`config.mk`:
```
export PLATFORM = sky130hd
export DESIGN_NAME = csc_irq_unit
export DESIGN_NICKNAME = d
export VERILOG_FILES = /design/src/rtl/csc_pkg.sv /design/src/rtl/csc_sync.sv /design/src/rtl/csc_delay.sv /design/src/rtl/csc_en_reg.sv /design/src/rtl/csc_status.sv /design/src/rtl/csc_irq_unit.sv
export SDC_FILE = /design/constraint.sdc
export NUM_CORES = 1
export LEC_CHECK = 0
export BUFFER_PORTS_ARGS = -buffer_cell sky130_fd_sc_hd__buf_2
export CAP_MARGIN = 15
export CORE_ASPECT_RATIO = 0.75
export CORE_MARGIN = 2
export CORE_UTILIZATION = 40
export CTS_CLUSTER_SIZE = 14
export DETAILED_ROUTE_END_ITERATION = 16
export SETUP_SLACK_MARGIN = 0.5
export SLEW_MARGIN = 20
export SYNTH_ARGS = -nofsm -noshare
export SYNTH_HDL_FRONTEND = slang
export SYNTH_SLANG_ARGS = --single-unit
```
`constraint.sdc`:
```
create_clock -name clk -period 2.25 [get_ports clk]
set_clock_uncertainty 0.05 [all_clocks]
set_input_delay 0.675 -clock clk [delete_from_list [all_inputs] [get_ports clk]]
set_output_delay 0.675 -clock clk [all_outputs]
set_load 0.005 [all_outputs]
```
`src/rtl/csc_pkg.sv`:
```
package csc_pkg;
  localparam int REG_W = 8;
  localparam int STS_W = 6;

  // Status / pin vector positions (enable bits share the low positions).
  localparam int STS_BDEAD = 0;
  localparam int STS_BWARN = 1;
  localparam int STS_RDY   = 2;
  localparam int STS_CD    = 3;
  localparam int STS_CHG   = 4;
  localparam int STS_IREQ  = 5;
  localparam int EN_CHGRST = 7;

  localparam logic ADDR_EN  = 1'b0;
  localparam logic ADDR_STS = 1'b1;

  typedef enum logic [1:0] {
    IRQ_OFF   = 2'b00,
    IRQ_LEVEL = 2'b01,
    IRQ_FALL  = 2'b10,
    IRQ_RISE  = 2'b11
  } irq_mode_e;

  typedef struct packed {
    logic      chg_rst;
    irq_mode_e mode;
    logic      chg_en;
    logic      cd_en;
    logic      rdy_en;
    logic      bwarn_en;
    logic      bdead_en;
  } en_reg_t;
endpackage

```
`src/rtl/csc_sync.sv`:
```
module csc_sync #(
  parameter int          N      = 6,
  parameter int          STAGES = 2,
  parameter logic [N-1:0] INIT  = '0
) (
  input  logic         clk,
  input  logic         rst_n,
  input  logic [N-1:0] d,
  output logic [N-1:0] q
);
  logic [N-1:0] stg [STAGES];

  always_ff @(posedge clk or negedge rst_n) begin
    if (!rst_n) begin
      for (int s = 0; s < STAGES; s++) stg[s] <= INIT;
    end else begin
      stg[0] <= d;
      for (int s = 1; s < STAGES; s++) stg[s] <= stg[s-1];
    end
  end

  assign q = stg[STAGES-1];
endmodule

```
`src/rtl/csc_delay.sv`:
```
module csc_delay #(
  parameter int           N    = 6,
  parameter logic [N-1:0] INIT = '0
) (
  input  logic         clk,
  input  logic         rst_n,
  input  logic [N-1:0] d,
  output logic [N-1:0] q
);
  // One-cycle-old copy of the synchronized pins, used for edge finding.
  always_ff @(posedge clk or negedge rst_n) begin
    if (!rst_n) q <= INIT;
    else        q <= d;
  end
endmodule

```
`src/rtl/csc_en_reg.sv`:
```
module csc_en_reg
  import csc_pkg::*;
(
  input  logic             clk,
  input  logic             por_n,
  input  logic             wr,
  input  logic [REG_W-1:0] wdata,
  output en_reg_t          q
);
  // Cleared by power-up reset only; soft reset is deliberately not an input.
  always_ff @(posedge clk or negedge por_n) begin
    if (!por_n)  q <= '0;
    else if (wr) q <= en_reg_t'(wdata);
  end
endmodule

```
`src/rtl/csc_status.sv`:
```
module csc_status
  import csc_pkg::*;
(
  input  logic             clk,
  input  logic             por_n,
  input  logic             soft_rst,
  input  irq_mode_e        mode,
  input  logic [STS_W-1:0] cur,
  input  logic [STS_W-1:0] prev,
  input  logic             clr_stb,
  input  logic [STS_W-1:0] clr_mask,
  output logic [STS_W-1:0] sts
);
  logic [STS_CHG-1:0] any_edge;
  logic [STS_CHG:0]   set_ev;
  logic [STS_CHG:0]   sticky;
  logic               ireq_set;
  logic               pulse_mode;
  logic               ireq_lat;

  assign any_edge          = cur[STS_CHG-1:0] ^ prev[STS_CHG-1:0];
  assign set_ev[STS_CHG-1:0] = any_edge;
  assign set_ev[STS_CHG]   = prev[STS_CHG] & ~cur[STS_CHG];

  // Sticky flags for causes 4..0: event beats clear, soft reset beats both.
  for (genvar b = 0; b <= STS_CHG; b++) begin : g_flag
    logic q;
    always_ff @(posedge clk or negedge por_n) begin
      if (!por_n)                       q <= 1'b0;
      else if (soft_rst)                q <= 1'b0;
      else if (set_ev[b])               q <= 1'b1;
      else if (clr_stb && clr_mask[b])  q <= 1'b0;
    end
    assign sticky[b] = q;
  end

  assign pulse_mode = (mode == IRQ_FALL) || (mode == IRQ_RISE);

  always_comb begin
    unique case (mode)
      IRQ_FALL: ireq_set = prev[STS_IREQ] & ~cur[STS_IREQ];
      IRQ_RISE: ireq_set = ~prev[STS_IREQ] & cur[STS_IREQ];
      default:  ireq_set = 1'b0;
    endcase
  end

  always_ff @(posedge clk or negedge por_n) begin
    if (!por_n)                          ireq_lat <= 1'b0;
    else if (soft_rst || !pulse_mode)    ireq_lat <= 1'b0;
    else if (ireq_set)                   ireq_lat <= 1'b1;
    else if (clr_stb && clr_mask[STS_IREQ]) ireq_lat <= 1'b0;
  end

  // Off and level modes show the live inverted pin; edge modes show the latch.
  assign sts[STS_IREQ]  = pulse_mode ? ireq_lat : ~cur[STS_IREQ];
  assign sts[STS_CHG:0] = sticky;
endmodule

```
`src/rtl/csc_irq_unit.sv`:
```
module csc_irq_unit
  import csc_pkg::*;
#(
  parameter int               SYNC_STAGES = 2,
  parameter logic [STS_W-1:0] PIN_IDLE    = 6'b110111
) (
  input  logic             clk,
  input  logic             por_n,
  input  logic             soft_rst,
  input  logic             bus_addr,
  input  logic             bus_wr,
  input  logic [REG_W-1:0] bus_wdata,
  output logic [REG_W-1:0] bus_rdata,
  input  logic             pin_ireq,
  input  logic             pin_stschg,
  input  logic             pin_cd,
  input  logic             pin_rdy,
  input  logic             pin_bwarn,
  input  logic             pin_bdead,
  output logic             irq,
  output logic             ctl_rst
);
  localparam int PAD_W = REG_W - STS_W;

  logic [STS_W-1:0] pin_vec;
  logic [STS_W-1:0] pin_s;
  logic [STS_W-1:0] pin_p;
  en_reg_t          en_q;
  logic [REG_W-1:0] en_bits;
  logic [STS_W-1:0] sts_bits;
  logic [STS_W-1:0] cause_en;
  logic             cd_edge;
  logic             ctl_rst_q;

  assign pin_vec = {pin_ireq, pin_stschg, pin_cd, pin_rdy, pin_bwarn, pin_bdead};

  csc_sync #(.N(STS_W), .STAGES(SYNC_STAGES), .INIT(PIN_IDLE)) u_sync (
    .clk(clk), .rst_n(por_n), .d(pin_vec), .q(pin_s)
  );

  csc_delay #(.N(STS_W), .INIT(PIN_IDLE)) u_prev (
    .clk(clk), .rst_n(por_n), .d(pin_s), .q(pin_p)
  );

  csc_en_reg u_en (
    .clk(clk), .por_n(por_n),
    .wr(bus_wr && (bus_addr == ADDR_EN)),
    .wdata(bus_wdata), .q(en_q)
  );

  csc_status u_sts (
    .clk(clk), .por_n(por_n), .soft_rst(soft_rst), .mode(en_q.mode),
    .cur(pin_s), .prev(pin_p),
    .clr_stb(bus_wr && (bus_addr == ADDR_STS)),
    .clr_mask(bus_wdata[STS_W-1:0]),
    .sts(sts_bits)
  );

  assign en_bits  = en_q;
  assign cause_en = {en_q.mode != IRQ_OFF, en_bits[STS_CHG:0]};
  assign irq      = |(sts_bits & cause_en);

  assign cd_edge = pin_s[STS_CD] ^ pin_p[STS_CD];

  always_ff @(posedge clk or negedge por_n) begin
    if (!por_n) ctl_rst_q <= 1'b0;
    else        ctl_rst_q <= en_q.chg_rst & cd_edge;
  end
  assign ctl_rst = ctl_rst_q;

  always_comb begin
    if (bus_addr == ADDR_EN) bus_rdata = en_bits;
    else                     bus_rdata = {{PAD_W{1'b0}}, sts_bits};
  end
endmodule

```
# Word level (Yosys, flattened, before mapping)
# Cells that the tools add are included.
# op_classes
eq_ne	2
mux	21
n_bitwise	11
reduce_logical	19
# op_table
cell	n
two-way mux 1 bit	19
nonzero test 3 bit	6
logical AND 1 bit	8
two-way mux 8 bit	1
AND 6 bit	1
OR reduction 6 bit	1
AND 1 bit	4
equality test 2 bit (second input constant)	2
NOT 1 bit	4
bitwise XOR 4 bit	1
logical OR 1 bit	2
one-hot mux 1 bit (2 select lines)	1
nonzero test 2 bit	1
zero test 1 bit	1
bitwise XOR 1 bit	1
# totals
register_bits	33
out_inout_bits	10
elab_cells	70

# Longest topological paths before layout
# Gate-level depths: netlist of run 1.
# logic_depth
depth_word	5
ltp_mapped	5

# By module
# Synthesis of run 1 repeated with hierarchy kept, for this count alone.
# hier_totals
cells_unflattened	92
area_unflattened_um2	1390.1
# by_module_without_submodules
mod	instances	cells_each	area_each_um2	seq_area_each_um2
csc_sync	1	18	357.8	312.8
csc_status	1	33	350.3	150.1
csc_en_reg	1	17	331.6	200.2
csc_irq_unit	1	18	193.9	25.0
csc_delay	1	6	156.4	156.4

# Least setup slack after synthesis of run 1
# No wires, ideal clock.
# synth_path
kind	input port to output port
from	in bus_addr
to	out bus_rdata[4]
t_arrival_ns	1.338
setup_slack_ns	0.187
cell_stages	3
path_cell_list	buf_4 > buf_2 > mux2_2
# synth_between
elab_chain_len	1
# synth_rtl
element	line_no	rtl
start, declared	csc_irq_unit.sv:10	input logic bus_addr,
two-way mux 8 bit	csc_irq_unit.sv:72	if (bus_addr == ADDR_EN) bus_rdata = en_bits;
end, declared	csc_irq_unit.sv:13	output logic [REG_W-1:0] bus_rdata,
# Every way passes these cells.

# Final worst setup path of run 1
# layout_path
from	reg u_sync.stg (netlist bit u_sync.q[5])
to	out irq
# layout_between
elab_chain_len	4
# layout_rtl
element	line_no	rtl
start, declared	csc_sync.sv:11	logic [N-1:0] stg [STAGES];
NOT 1 bit	csc_status.sv:55	assign sts[STS_IREQ] = pulse_mode ? ireq_lat : ~cur[STS_IREQ];
two-way mux 1 bit	csc_status.sv:55	
AND 6 bit	csc_irq_unit.sv:61	assign irq = |(sts_bits & cause_en);
OR reduction 6 bit	csc_irq_unit.sv:61	
end, declared	csc_irq_unit.sv:20	output logic irq,
# Every way passes these cells.

==> results by group, run 1 <==
Yosys
  – Post-synthesis sequential area ratio: 0.660
  – Cell variety after synth: 19
  – Syn Nets: between 100 and 150
  – Synth Area per Inst: 14.9 um2
  – Synth warn: 0
  – Mapped Area: between 1000 and 1500 um2
  – Synth async-reset ratio: 1.00
  – Post-Syn Instances: 86
  – Ys flop type: dfrtp_1
  – Post-synth EDFFs: 0
  – Number of synthesized register bits: 33

CTS
  – CTS Buffer Depth: 2
  – CTS buffer count: 5
  – Clock insertion delay at the later pin of the skew report: 0.28 ns
  – Clock sink count: 33
  – Clock transition at path regs: ~0.07 ns
  – Root Buffer: clkbuf_8
  – H-tree depth: 2
  – CTS tree: yes

Worst setup path
  – Reg2Reg Setup Slack: roughly 1.1 ns
  – CP startpoint: u_sync.q[5]$_DFF_PN1_
  – Critical path endpoint: irq
  – Peak per-stage delay on the critical path: about 0.54 ns
  – Worst R2R Path Depth: 3
  – Worst r2r src: u_prev.q[5]$_DFF_PN1_
  – Startpoint types: flop
  – Crit path capture type: output port
  – Type of the worst setup path: flop to output port
  – Peak fanout along the critical path: 2
  – CP Cell Sequence: nor2_2 > a222oi_1 > nand3_1 > buf_2
  – Reg2reg end: u_sts.ireq_lat$_DFFE_PN0P_
  – CP arrival: ~1.4 ns
  – Req. time, crit path: around 1.5 ns
  – Worst path slowest cell: dfstp_2

Routing
  – Vias/cell: a little under 5
  – DRC: 0
  – WL met3: between 150 and 200 um
  – Routed Wire Length: between 2000 and 2500 um
  – Max layer used: met4
  – Wirelength per Cell: approximately 15 um
  – Routed length on met1: around 1200 um
  – Via count: approximately 780
  – TritonRoute pass-1 iters: 4
  – Routed wl met2: ~1000 um
  – Initial DRC count: between 100 and 150
  – Antenna-violating nets left: 0

Floorplanning
  – Starting Density: 0.427
  – Die Area: roughly 3700 um2
  – Io pins: 29
  – CORE AREA: roughly 3000 um2
  – Die Span X: a little under 70 um
  – DIE HEIGHT: between 50 and 60 um
  – Site row count: 17

Layout
  – Area of the multi-input gates: 432 um2
  – Layout Utilization: 0.559
  – Layout cells sized above 1: 0.589
  – Synth-to-Final Area Change: 31.1%
  – Fillers: around 250
  – Ant. Diodes: 0
  – Fin nets: between 100 and 150
  – Post-route cell area: between 1500 and 2000 um2
  – Register Area: 846 um2

STA
  – Pins over their slew limit: 0
  – RSZ-0062 raised after global routing: true
  – Fin crit share: 0.927
  – Actual slew at the worst max-slew pin: just under 0.7 ns
  – Fmax achieved: 479 MHz
  – Final setup violation count: 0
  – Max_slew headroom: 0.537
  – TNS Setup: 0 ns
  – Final Hold Fails: 0
  – Final min period: roughly 2.1 ns

Pwr
  – Flop pwr share: 0.501
  – Logic gate share of total power: 0.150
  – Int Power: 1060 uW
  – Net Sw Power: 319 uW
  – Overall Power: roughly 1400 uW
  – Static leakage: about 0.00078 uW
  – Pwr dens: approximately 820 nW/um2
  – Clk pwr share: 0.350
  – Sw Share: 0.231
  – Max VDD drop: between 0.4 and 0.5 mV

Place
  – PortBufs: 28
  – Placement Cell Area: around 1500 um2
  – Post-DP HPWL: roughly 1500 um
  – Placer Congestion: 0.765

Global route
  – First-pass GRT wire length: roughly 3900 um
  – Largest net degree at the start of global routing: 34
  – Vias in the first global route: about 800
  – Total GRT Usage: 0.149
  – Antenna violations before repair: 0
  – Global route overflow: 0

Min path
  – Min-Delay Path Class: flop to flop

Run status
  – Status: finished clean

Run
  – Max_cap viols: 0
cells in the final DEF, fill, tap and decap left out, drive strengths merged, types with 4 or more instances in the layout:
cell and instances:
nor2 7, buf 33, dfstp 15, clkbuf 7, nor2b 4, dfrtp 18
a21oi 7, mux2 13, nand3 7, xor2 4
cell type report:
type / instances / share of cell area
tap: 38 / 0.0283
sequential: 33 / 0.504
multi-input combinational: 50 / 0.257
clock buffer: 7 / 0.0574
timing repair buffer: 33 / 0.150
clock inverter: 1 / 0.00298
cell families after synthesis:
kind of cell,Yosys count,share of synthesized area
AND/OR/NAND/NOR,22,0.0968
AO/OA/AOI/OAI,11,0.0528
flip-flops,33,0.660
buffers and inverters,3,0.0254
XOR/XNOR,4,0.0274
multiplexers,13,0.138
power by group through the flow:
stage          Combinational, uW  Sequential [uW]  Clock (uW)
2_1_floorplan                108              688           0
3_3_place_gp                 163              696           0
3_5_place_dp                 166              699           0
4_1_cts                      197              691         502
5_1_grt                      226              697         530
6_report                     207              691         483
sequential cells by signal, summed over array words and instances, names as in the netlist:
| register | cells |
|---|---|
| ctl_rst | 1 |
| u_en.q | 8 |
| u_prev.q | 6 |
| u_sts.g_flag.q | 5 |
| u_sts.ireq_lat | 1 |
| u_sync.q | 6 |
| u_sync.stg | 6 |
stage by stage:
stage | setup slack (ns) | hold WS [ns] | cells
2_1_floorplan | 0.320 | 0.281 | 86
3_3_place_gp | 0.0873 | 0.282 | 150
3_5_place_dp | 0.0839 | 0.296 | 150
4_1_cts | 0.125 | 0.307 | 161
5_1_grt | 0.0886 | 0.310 | 162
6_report | 0.164 | 0.306 | 162
routing by layer:
layer,vias to the layer above,GRT usage
met5,-,0
met4,0,0.0686
met3,4,0.0762
met2,29,0.212
met1,379,0.188
li1,371,-
how the worst min path moves through the flow:
stage,from,end,cells past startpoint
6_report,u_sync.stg[8]$_DFF_PN1_,u_sync.q[2]$_DFF_PN1_,0
5_1_grt,u_sync.stg[6]$_DFF_PN1_,u_sync.q[0]$_DFF_PN1_,0
4_1_cts,u_sync.stg[8]$_DFF_PN1_,u_sync.q[2]$_DFF_PN1_,0
3_5_place_dp,u_sync.stg[9]$_DFF_PN0_,u_sync.q[3]$_DFF_PN0_,0
3_3_place_gp,u_sync.stg[9]$_DFF_PN0_,u_sync.q[3]$_DFF_PN0_,0
2_1_floorplan,u_sync.stg[9]$_DFF_PN0_,u_sync.q[3]$_DFF_PN0_,0
synth_stat cells, drive strengths merged (2+ instances only):
cell type	n	area (um2)
nor3b	2	15.0
xor2	4	35.0
dfrtp	18	450
nor2b	4	32.5
a22oi	2	15.0
nand3	7	35.0
nor2	7	26.3
buf	3	32.5
dfstp	15	394
mux2	13	176
a21oi	7	35.0
critical path, delay by kind of cell, from the launching register on:
family	cells	cell delay [ns]
flip-flops	1	0.54
AO/OA/AOI/OAI	1	0.22
AND/OR/NAND/NOR	2	0.17
buffers and inverters	1	0.15
what timing repair did:
action                                  in CTS  in global routing
hold buffers                                 0                  0
pin swaps                                    4                  2
setup buffers                                2                  1
gates resized for setup                     15                  3
endpoints found under the setup margin       9                  9
cloned                                       1                  0
Power figures use the tool's default switching activity.
==> inputs of run 2 (changes only) <==
--- a/config.mk
+++ b/config.mk
@@ -12,6 +12,7 @@
 export CORE_UTILIZATION = 40
 export CTS_CLUSTER_SIZE = 14
 export DETAILED_ROUTE_END_ITERATION = 16
+export PLACE_DENSITY = 0.68
 export SETUP_SLACK_MARGIN = 0.5
 export SLEW_MARGIN = 20
 export SYNTH_ARGS = -nofsm -noshare
==> run 2 against run 1 <==
Register-to-register slack hardly changed; setup slack lost 0.0044 ns; cell area shrank 0.90%; via count is 3.8% higher; sequential cell count did not move; largest cell class unchanged; routed wire length is 1.6% lower; power fell by 3.1%; critical path type unchanged; die area stayed put; fmax shrank 0.21%; non-clock buffer count grew 1; count of clock-buffer cells in the layout rose by 1.
==> results by group, run 2 (synthesis results as in run 1) <==
Worst setup path
  – Peak fanout along the critical path: 2 (unchanged)
  – Type of the worst setup path: flop to output port
  – Worst path slowest cell: dfstp_2
  – CP arrival: 1.37 ns (about the same)
  – Levels on crit path: 4 (unchanged)
  – CP Cell Sequence: nor2_2 > a222oi_1 > nand3_1 > buf_2
  – Startpoint types: flop
  – Worst path bufs/invs: 1 (unchanged)
  – Peak per-stage delay on the critical path: 0.54 ns (about the same)
  – Req. time, crit path: 1.52 ns (about the same)
  – Reg2Reg Setup Slack: 1.08 ns (about the same)
  – Worst R2R Path Depth: 3 (unchanged)
  – Crit path capture type: output port
  – Delay-heaviest family, CP: flip-flops

Floorplanning
  – DIE HEIGHT: 53.0 um (unchanged)
  – Starting Density: 0.427 (unchanged)
  – Die Area: 3670 um2 (unchanged)
  – Die Span X: 69.3 um (unchanged)
  – Io pins: 29 (unchanged)
  – Site row count: 17 (unchanged)
  – CORE AREA: 3000 um2 (unchanged)

Layout
  – Commonest non-fill, non-tap cell in the layout: buf_2
  – Most flops, register: u_en.q
  – Fillers: 257 (+3.2%)
  – Fin nets: 143 (+0.70%)
  – Max reg flops: 8 (unchanged)
  – Ant. Diodes: 0 (unchanged)
  – Layout Utilization: 0.554 (-0.00501)
  – Most frequent cells in the layout: buf_2 (22), dfrtp_1 (17), dfstp_2 (15)
  – Layout cells sized above 1: 0.568 (-0.0207)
  – Synth-to-Final Area Change: 29.9%

CTS
  – CTS buffer count: 5 (unchanged)
  – CTS tree: yes
  – Clock sink count: 33 (unchanged)
  – CTS Buffer Depth: 2 (unchanged)
  – Clock insertion delay at the later pin of the skew report: 0.28 ns (about the same)
  – H-tree depth: 2 (unchanged)
  – Root Buffer: clkbuf_8
  – Clock transition at path regs: 0.07 ns (about the same)
  – # hold bufs at CTS: 0 (unchanged)

STA
  – Max_slew headroom: 0.542 (+0.00500)
  – Fmax achieved: 478 MHz (-0.21%)
  – Final Hold Fails: 0 (unchanged)
  – Fin crit share: 0.929 (+0.00195)
  – Actual slew at the worst max-slew pin: 0.687 ns (-0.00749 ns)
  – TNS Setup: 0 ns (unchanged)
  – Pins over their slew limit: 0 (unchanged)
  – Final min period: 2.09 ns (+0.00439 ns)
  – Final setup violation count: 0 (unchanged)
  – RSZ-0062 raised after global routing: true

Routing
  – Via count: 813 (+3.8%)
  – Initial DRC count: 97 (-6.7%)
  – DRC: 0 (unchanged)
  – Vias/cell: 4.99 (+3.2%)
  – TritonRoute pass-1 iters: 5 (+1)
  – Routed Wire Length: 2330 um (-1.6%)
  – Wirelength per Cell: 14.3 um (-2.2%)
  – Antenna-violating nets left: 0 (unchanged)

Global route
  – First-pass GRT wire length: 3820 um (-0.73%)
  – Vias in the first global route: 821 (+2.9%)
  – Total GRT Usage: 0.143 (-0.00561)
  – Largest net degree at the start of global routing: 34 (unchanged)
  – Global route overflow: 0 (unchanged)
  – Antenna violations before repair: 0 (unchanged)

Pwr
  – Overall Power: 1340 uW (-3.1%)
  – Max VDD drop: 0.431 mV (-9.8%)
  – Static leakage: 0.000772 uW (-1.3%)
  – Pwr dens: 804 nW/um2 (-2.3%)

Place
  – Post-DP HPWL: 1510 um (+2.2%)
  – Placer Congestion: 0.707 (-7.5%)
  – PortBufs: 28 (unchanged)

Min path
  – Worst hold stages: 0 (unchanged)
  – Min-Delay Path Class: flop to flop

Run
  – Max_cap viols: 0 (unchanged)

Run status
  – Status: finished clean
## run 2: area by class of cell
class	count	area, um2	share of cell area
clock buffers	8	90.1	0.0542
multi-input cells	50	424	0.255
flip-flops and latches	33	846	0.509
well taps	38	47.5	0.0286
repair buffers	34	255	0.153
## run 2: power by group
part	internal (uW)	switching, uW	total (uW)
registers	654	36.5	691
logic	128	75.0	203
clock network	249	195	444
total	1030	306	1340
## run 2: final timing paths
kind                                         start                       endpoint
max                          u_sync.q[5]$_DFF_PN1_                            irq
max in group asynchronous                    por_n          u_en.q[6]$_DFFE_PN0P_
max reg2reg                  u_prev.q[5]$_DFF_PN1_     u_sts.ireq_lat$_DFFE_PN0P_
min                        u_sync.stg[9]$_DFF_PN0_          u_sync.q[3]$_DFF_PN0_
min reg2reg                u_sync.stg[9]$_DFF_PN0_          u_sync.q[3]$_DFF_PN0_
min in group asynchronous                    por_n  u_sts.g_flag[0].q$_DFFE_PN0P_
## run 2: per-layer routing
| metal | part of all wire | track usage | vias up |
|---|---|---|---|
| met1 | 0.47 | 0.189 | 408 |
| met2 | 0.44 | 0.197 | 28 |
| met3 | 0.079 | 0.0838 | 3 |
| met5 | 0 | 0 | - |
| li1 | - | - | 374 |
| met4 | 0.0081 | 0.0392 | 0 |
## run 2: repair_timing
action                     4_1_cts  5_1_grt
buffers inserted                 4        0
gates cloned                     1        0
pin swaps                        2        0
resized for setup               13        3
setup endpoints to repair        9        8
## run 2: worst register-to-register path, stage by stage (launching register included)
cell	delay, ns
dfstp_2	0.53
and3b_1	0.17
a211oi_1	0.23
nor3b_1	0.08
## run 2: through the flow
step | setup slack [ns] | hold WS [ns] | std cells | area, um2
after floorplan | 0.320 | 0.281 | 86 | 1310
after global placement | 0.0733 | 0.285 | 150 | 1450
after detailed placement | 0.0759 | 0.288 | 150 | 1450
after CTS | 0.152 | 0.301 | 163 | 1650
after global routing | 0.0823 | 0.310 | 163 | 1660
final | 0.159 | 0.301 | 163 | 1660
==> inputs of run 3 (changes only) <==
--- a/config.mk
+++ b/config.mk
@@ -5,11 +5,13 @@
 export SDC_FILE = /design/constraint.sdc
 export NUM_CORES = 1
 export LEC_CHECK = 0
+export ABC_AREA = 1
 export BUFFER_PORTS_ARGS = -buffer_cell sky130_fd_sc_hd__buf_2
 export CAP_MARGIN = 15
 export CORE_ASPECT_RATIO = 0.75
 export CORE_MARGIN = 2
 export CORE_UTILIZATION = 40
+export CTS_BUF_LIST = sky130_fd_sc_hd__clkbuf_16
 export CTS_CLUSTER_SIZE = 14
 export DETAILED_ROUTE_END_ITERATION = 16
 export PLACE_DENSITY = 0.68
==> run 3 against run 2 <==
Sequential cell count did not move; worst hold slack got worse by 0.0035 ns; global-route usage rose by 0.99 points; via count rose by 20%; clock power rose by 36%; power rose by 11%; largest power group unchanged.
==> results by group, run 3 <==
Run status
  – Status: finished clean

STA
  – RSZ-0062 raised after global routing: true
  – Max_slew headroom: 0.540 (-0.00176)
  – Final Hold Fails: 0 (unchanged)
  – Fmax achieved: 529 MHz (+11%)
  – TNS Setup: 0 ns (unchanged)
  – Setup slack after layout: 0.359 ns (+0.200 ns)
  – Fin crit share: 0.840 (-0.0890)
  – Final min period: 1.89 ns (-0.200 ns)
  – Final setup violation count: 0 (unchanged)
  – Pins over their slew limit: 0 (unchanged)
  – Actual slew at the worst max-slew pin: 0.690 ns (+0.00264 ns)

Worst setup path
  – CP startpoint: bus_addr
  – CP Cell Sequence: buf_12 > clkinv_8 > buf_6 > nand2_1 > nand2_1 > buf_2
  – Startpoint types: primary input
  – Most used cell along the critical path: nand2_1
  – Worst path slowest cell: buf_2
  – Crit path capture type: output port
  – Reg2Reg Setup Slack: 1.11 ns (+0.03 ns)
  – Peak per-stage delay on the critical path: 0.12 ns (-0.42 ns)
  – Type of the worst setup path: primary input to output port
  – Worst r2r src: u_sync.q[5]$_DFF_PN1_
  – Worst R2R Path Depth: 6 (+3)
  – Reg2reg end: u_sts.ireq_lat$_DFFE_PN0P_
  – Req. time, crit path: 1.52 ns (about the same)
  – Critical path endpoint: bus_rdata[4]
  – Peak fanout along the critical path: 5 (+3)
  – CP arrival: 1.17 ns (-0.20 ns)

Pwr
  – Clk pwr share: 0.408 (+0.076)
  – Net Sw Power: 342 uW (+12%)
  – Pwr dens: 847 nW/um2 (+5.3%)
  – Int Power: 1140 uW (+10%)
  – Sw Share: 0.231 (+0.00181)
  – Flop pwr share: 0.461 (-0.055)
  – Max VDD drop: 0.503 mV (+17%)
  – Static leakage: 0.000864 uW (+12%)
  – Logic gate share of total power: 0.131 (-0.021)

Floorplanning
  – Die Span X: 69.5 um (+0.32%)
  – Die Area: 3700 um2 (+0.63%)
  – Io pins: 29 (unchanged)
  – DIE HEIGHT: 53.2 um (+0.31%)
  – CORE AREA: 3000 um2 (unchanged)
  – Site row count: 17 (unchanged)
  – Starting Density: 0.430 (+0.00292)

Layout
  – Fin nets: 180 (+26%)
  – Commonest non-fill, non-tap cell in the layout: nand2_1
  – Fin cells: 199 (+22%)
  – Layout cells sized above 1: 0.472 (-0.0960)
  – Ant. Diodes: 0 (unchanged)
  – Most frequent cells in the layout: nand2_1 (27), buf_2 (25), dfrtp_1 (18)
  – Max reg flops: 8 (unchanged)
  – Most flops, register: u_en.q
  – Layout Utilization: 0.583 (+0.0284)
  – Synth-to-Final Area Change: 35.6%

Yosys
  – Post-synthesis sequential area ratio: 0.655 (-0.00448)
  – Post-synth EDFFs: 0 (unchanged)
  – Cell variety after synth: 19 (unchanged)
  – Commonest cells in the synthesized netlist: nand2_1 (33), dfrtp_1 (18), dfstp_2 (15)
  – Adder-cell share of the synthesized area: 0 (unchanged)
  – Area contributors post-synth: dfrtp_1 (35%), dfstp_2 (31%), nand2_1 (9.6%)
  – Complex-gate fraction of the synthesized area: 0.0961 (+0.0433)
  – Main combinational cell family by area after synthesis: simple AND/OR/NAND/NOR gates
  – Synth async-reset ratio: 1.00 (unchanged)
  – Synth area leader: dfrtp_1
  – Syn Nets: 138 (+31%)
  – Synth Area per Inst: 10.8 um2 (-27%)
  – Number of synthesized register bits: 33 (unchanged)
  – Synth Area in Simple Gates: 0.156 (+0.0595)
  – Synth warn: 0 (unchanged)
  – Synth top area share: 0.350 (-0.00239)
  – Xor/xnor share of the synthesized area: 0.0272 (-0.000186)
  – Ys flop type: dfrtp_1
  – Top-count cell post-synth: nand2_1
  – Post-Syn Instances: 119 (+38%)
  – Mux cell area share after synthesis: 0 (-0.138)
  – Mapped Area: 1290 um2 (+0.68%)

Routing
  – Antenna-violating nets left: 0 (unchanged)
  – Initial DRC count: 37 (-62%)
  – Via count: 976 (+20%)
  – Vias/cell: 4.90 (-1.7%)
  – DRC: 0 (unchanged)
  – Routed Wire Length: 2520 um (+7.8%)
  – Wirelength per Cell: 12.6 um (-12%)
  – TritonRoute pass-1 iters: 4 (-1)

Global route
  – First-pass GRT wire length: 4130 um (+8.0%)
  – Antenna violations before repair: 0 (unchanged)
  – Total GRT Usage: 0.153 (+0.00995)
  – Largest net degree at the start of global routing: 34 (unchanged)
  – Global route overflow: 0 (unchanged)
  – Vias in the first global route: 989 (+20%)

CTS
  – CTS tree: yes
  – H-tree depth: 2 (unchanged)
  – Clock insertion delay at the later pin of the skew report: 0.27 ns (about the same)
  – CTS buffer count: 5 (unchanged)
  – Clock transition at path regs: 0.04 ns (-0.03 ns)
  – Root Buffer: clkbuf_16
  – Clock sink count: 33 (unchanged)
  – CTS Buffer Depth: 2 (unchanged)

Min path
  – Min-Delay Path Class: flop to flop

Place
  – Post-DP HPWL: 1590 um (+5.6%)
  – Placer Congestion: 0.800 (+13%)
  – PortBufs: 28 (unchanged)
  – DP Worst Slack: 0.203 ns (+0.127 ns)
  – Placed instance count: 183 (+22%)

Run
  – Max_cap viols: 0 (unchanged)
-- run 3: cells by family (layout without fill, tap and decap cells) --
kind of cell    after synthesis  count (layout)
simple gates                 49              49
flops                        33              33
compound gates               19              19
buf+inv                      14              56
xor+xnor                      4               4
-- run 3: layout make-up --
class	instances	area (um2)
well taps	38	47.5
fillers	256	1250
clock buffers	5	125
inverters	12	57.6
clock inverters	2	7.51
multi-input cells	72	408
flip-flops and latches	33	845
repair buffers	37	258
-- run 3: critical path, delay by kind of cell --
kind	cells	cell delay, ns
buffers and inverters	4	0.39
and+or+nand+nor	2	0.10
-- run 3: repair_timing --
action                     CTS  global route
setup buffers                8             1
pin swaps                    2             4
hold buffers                 0             0
gates resized for setup     12            15
setup endpoints to repair    9             9
-- run 3: routing by layer --
layer | share of wire | track usage | vias to the layer above | wire length (um)
met5 | 0 | 0 | - | 0
met4 | 0.025 | 0.114 | 0 | 62
met3 | 0.059 | 0.0552 | 9 | 149
met2 | 0.49 | 0.258 | 28 | 1240
met1 | 0.42 | 0.162 | 480 | 1060
li1 | - | - | 459 | -
-- run 3: how the worst min path moves through the flow --
stage / from / to / cells past startpoint
final: u_sync.stg[9]$_DFF_PN0_ / u_sync.q[3]$_DFF_PN0_ / 0
after global routing: u_sync.stg[10]$_DFF_PN1_ / u_sync.q[4]$_DFF_PN1_ / 0
after CTS: u_sync.stg[9]$_DFF_PN0_ / u_sync.q[3]$_DFF_PN0_ / 0
after detailed placement: u_sync.stg[9]$_DFF_PN0_ / u_sync.q[3]$_DFF_PN0_ / 0
after global placement: u_sync.stg[9]$_DFF_PN0_ / u_sync.q[3]$_DFF_PN0_ / 0
after floorplan: u_sync.stg[9]$_DFF_PN0_ / u_sync.q[3]$_DFF_PN0_ / 0
-- run 3: power groups by stage --
stage               combinational (uW)  clock [uW]  sequential (uW)
finish                             194         604              682
floorplan                         90.4           0              681
detailed placement                 151           0              687
global route                       216         652              687
CTS                                180         625              679
global placement                   146           0              685
-- run 3: through the flow --
step / total power [uW] / hold WS [ns] / cell area, um2
floorplan: 771 / 0.281 / 1290
global placement: 831 / 0.283 / 1450
detailed placement: 838 / 0.285 / 1450
CTS: 1480 / 0.301 / 1680
global route: 1560 / 0.307 / 1750
finish: 1480 / 0.297 / 1750
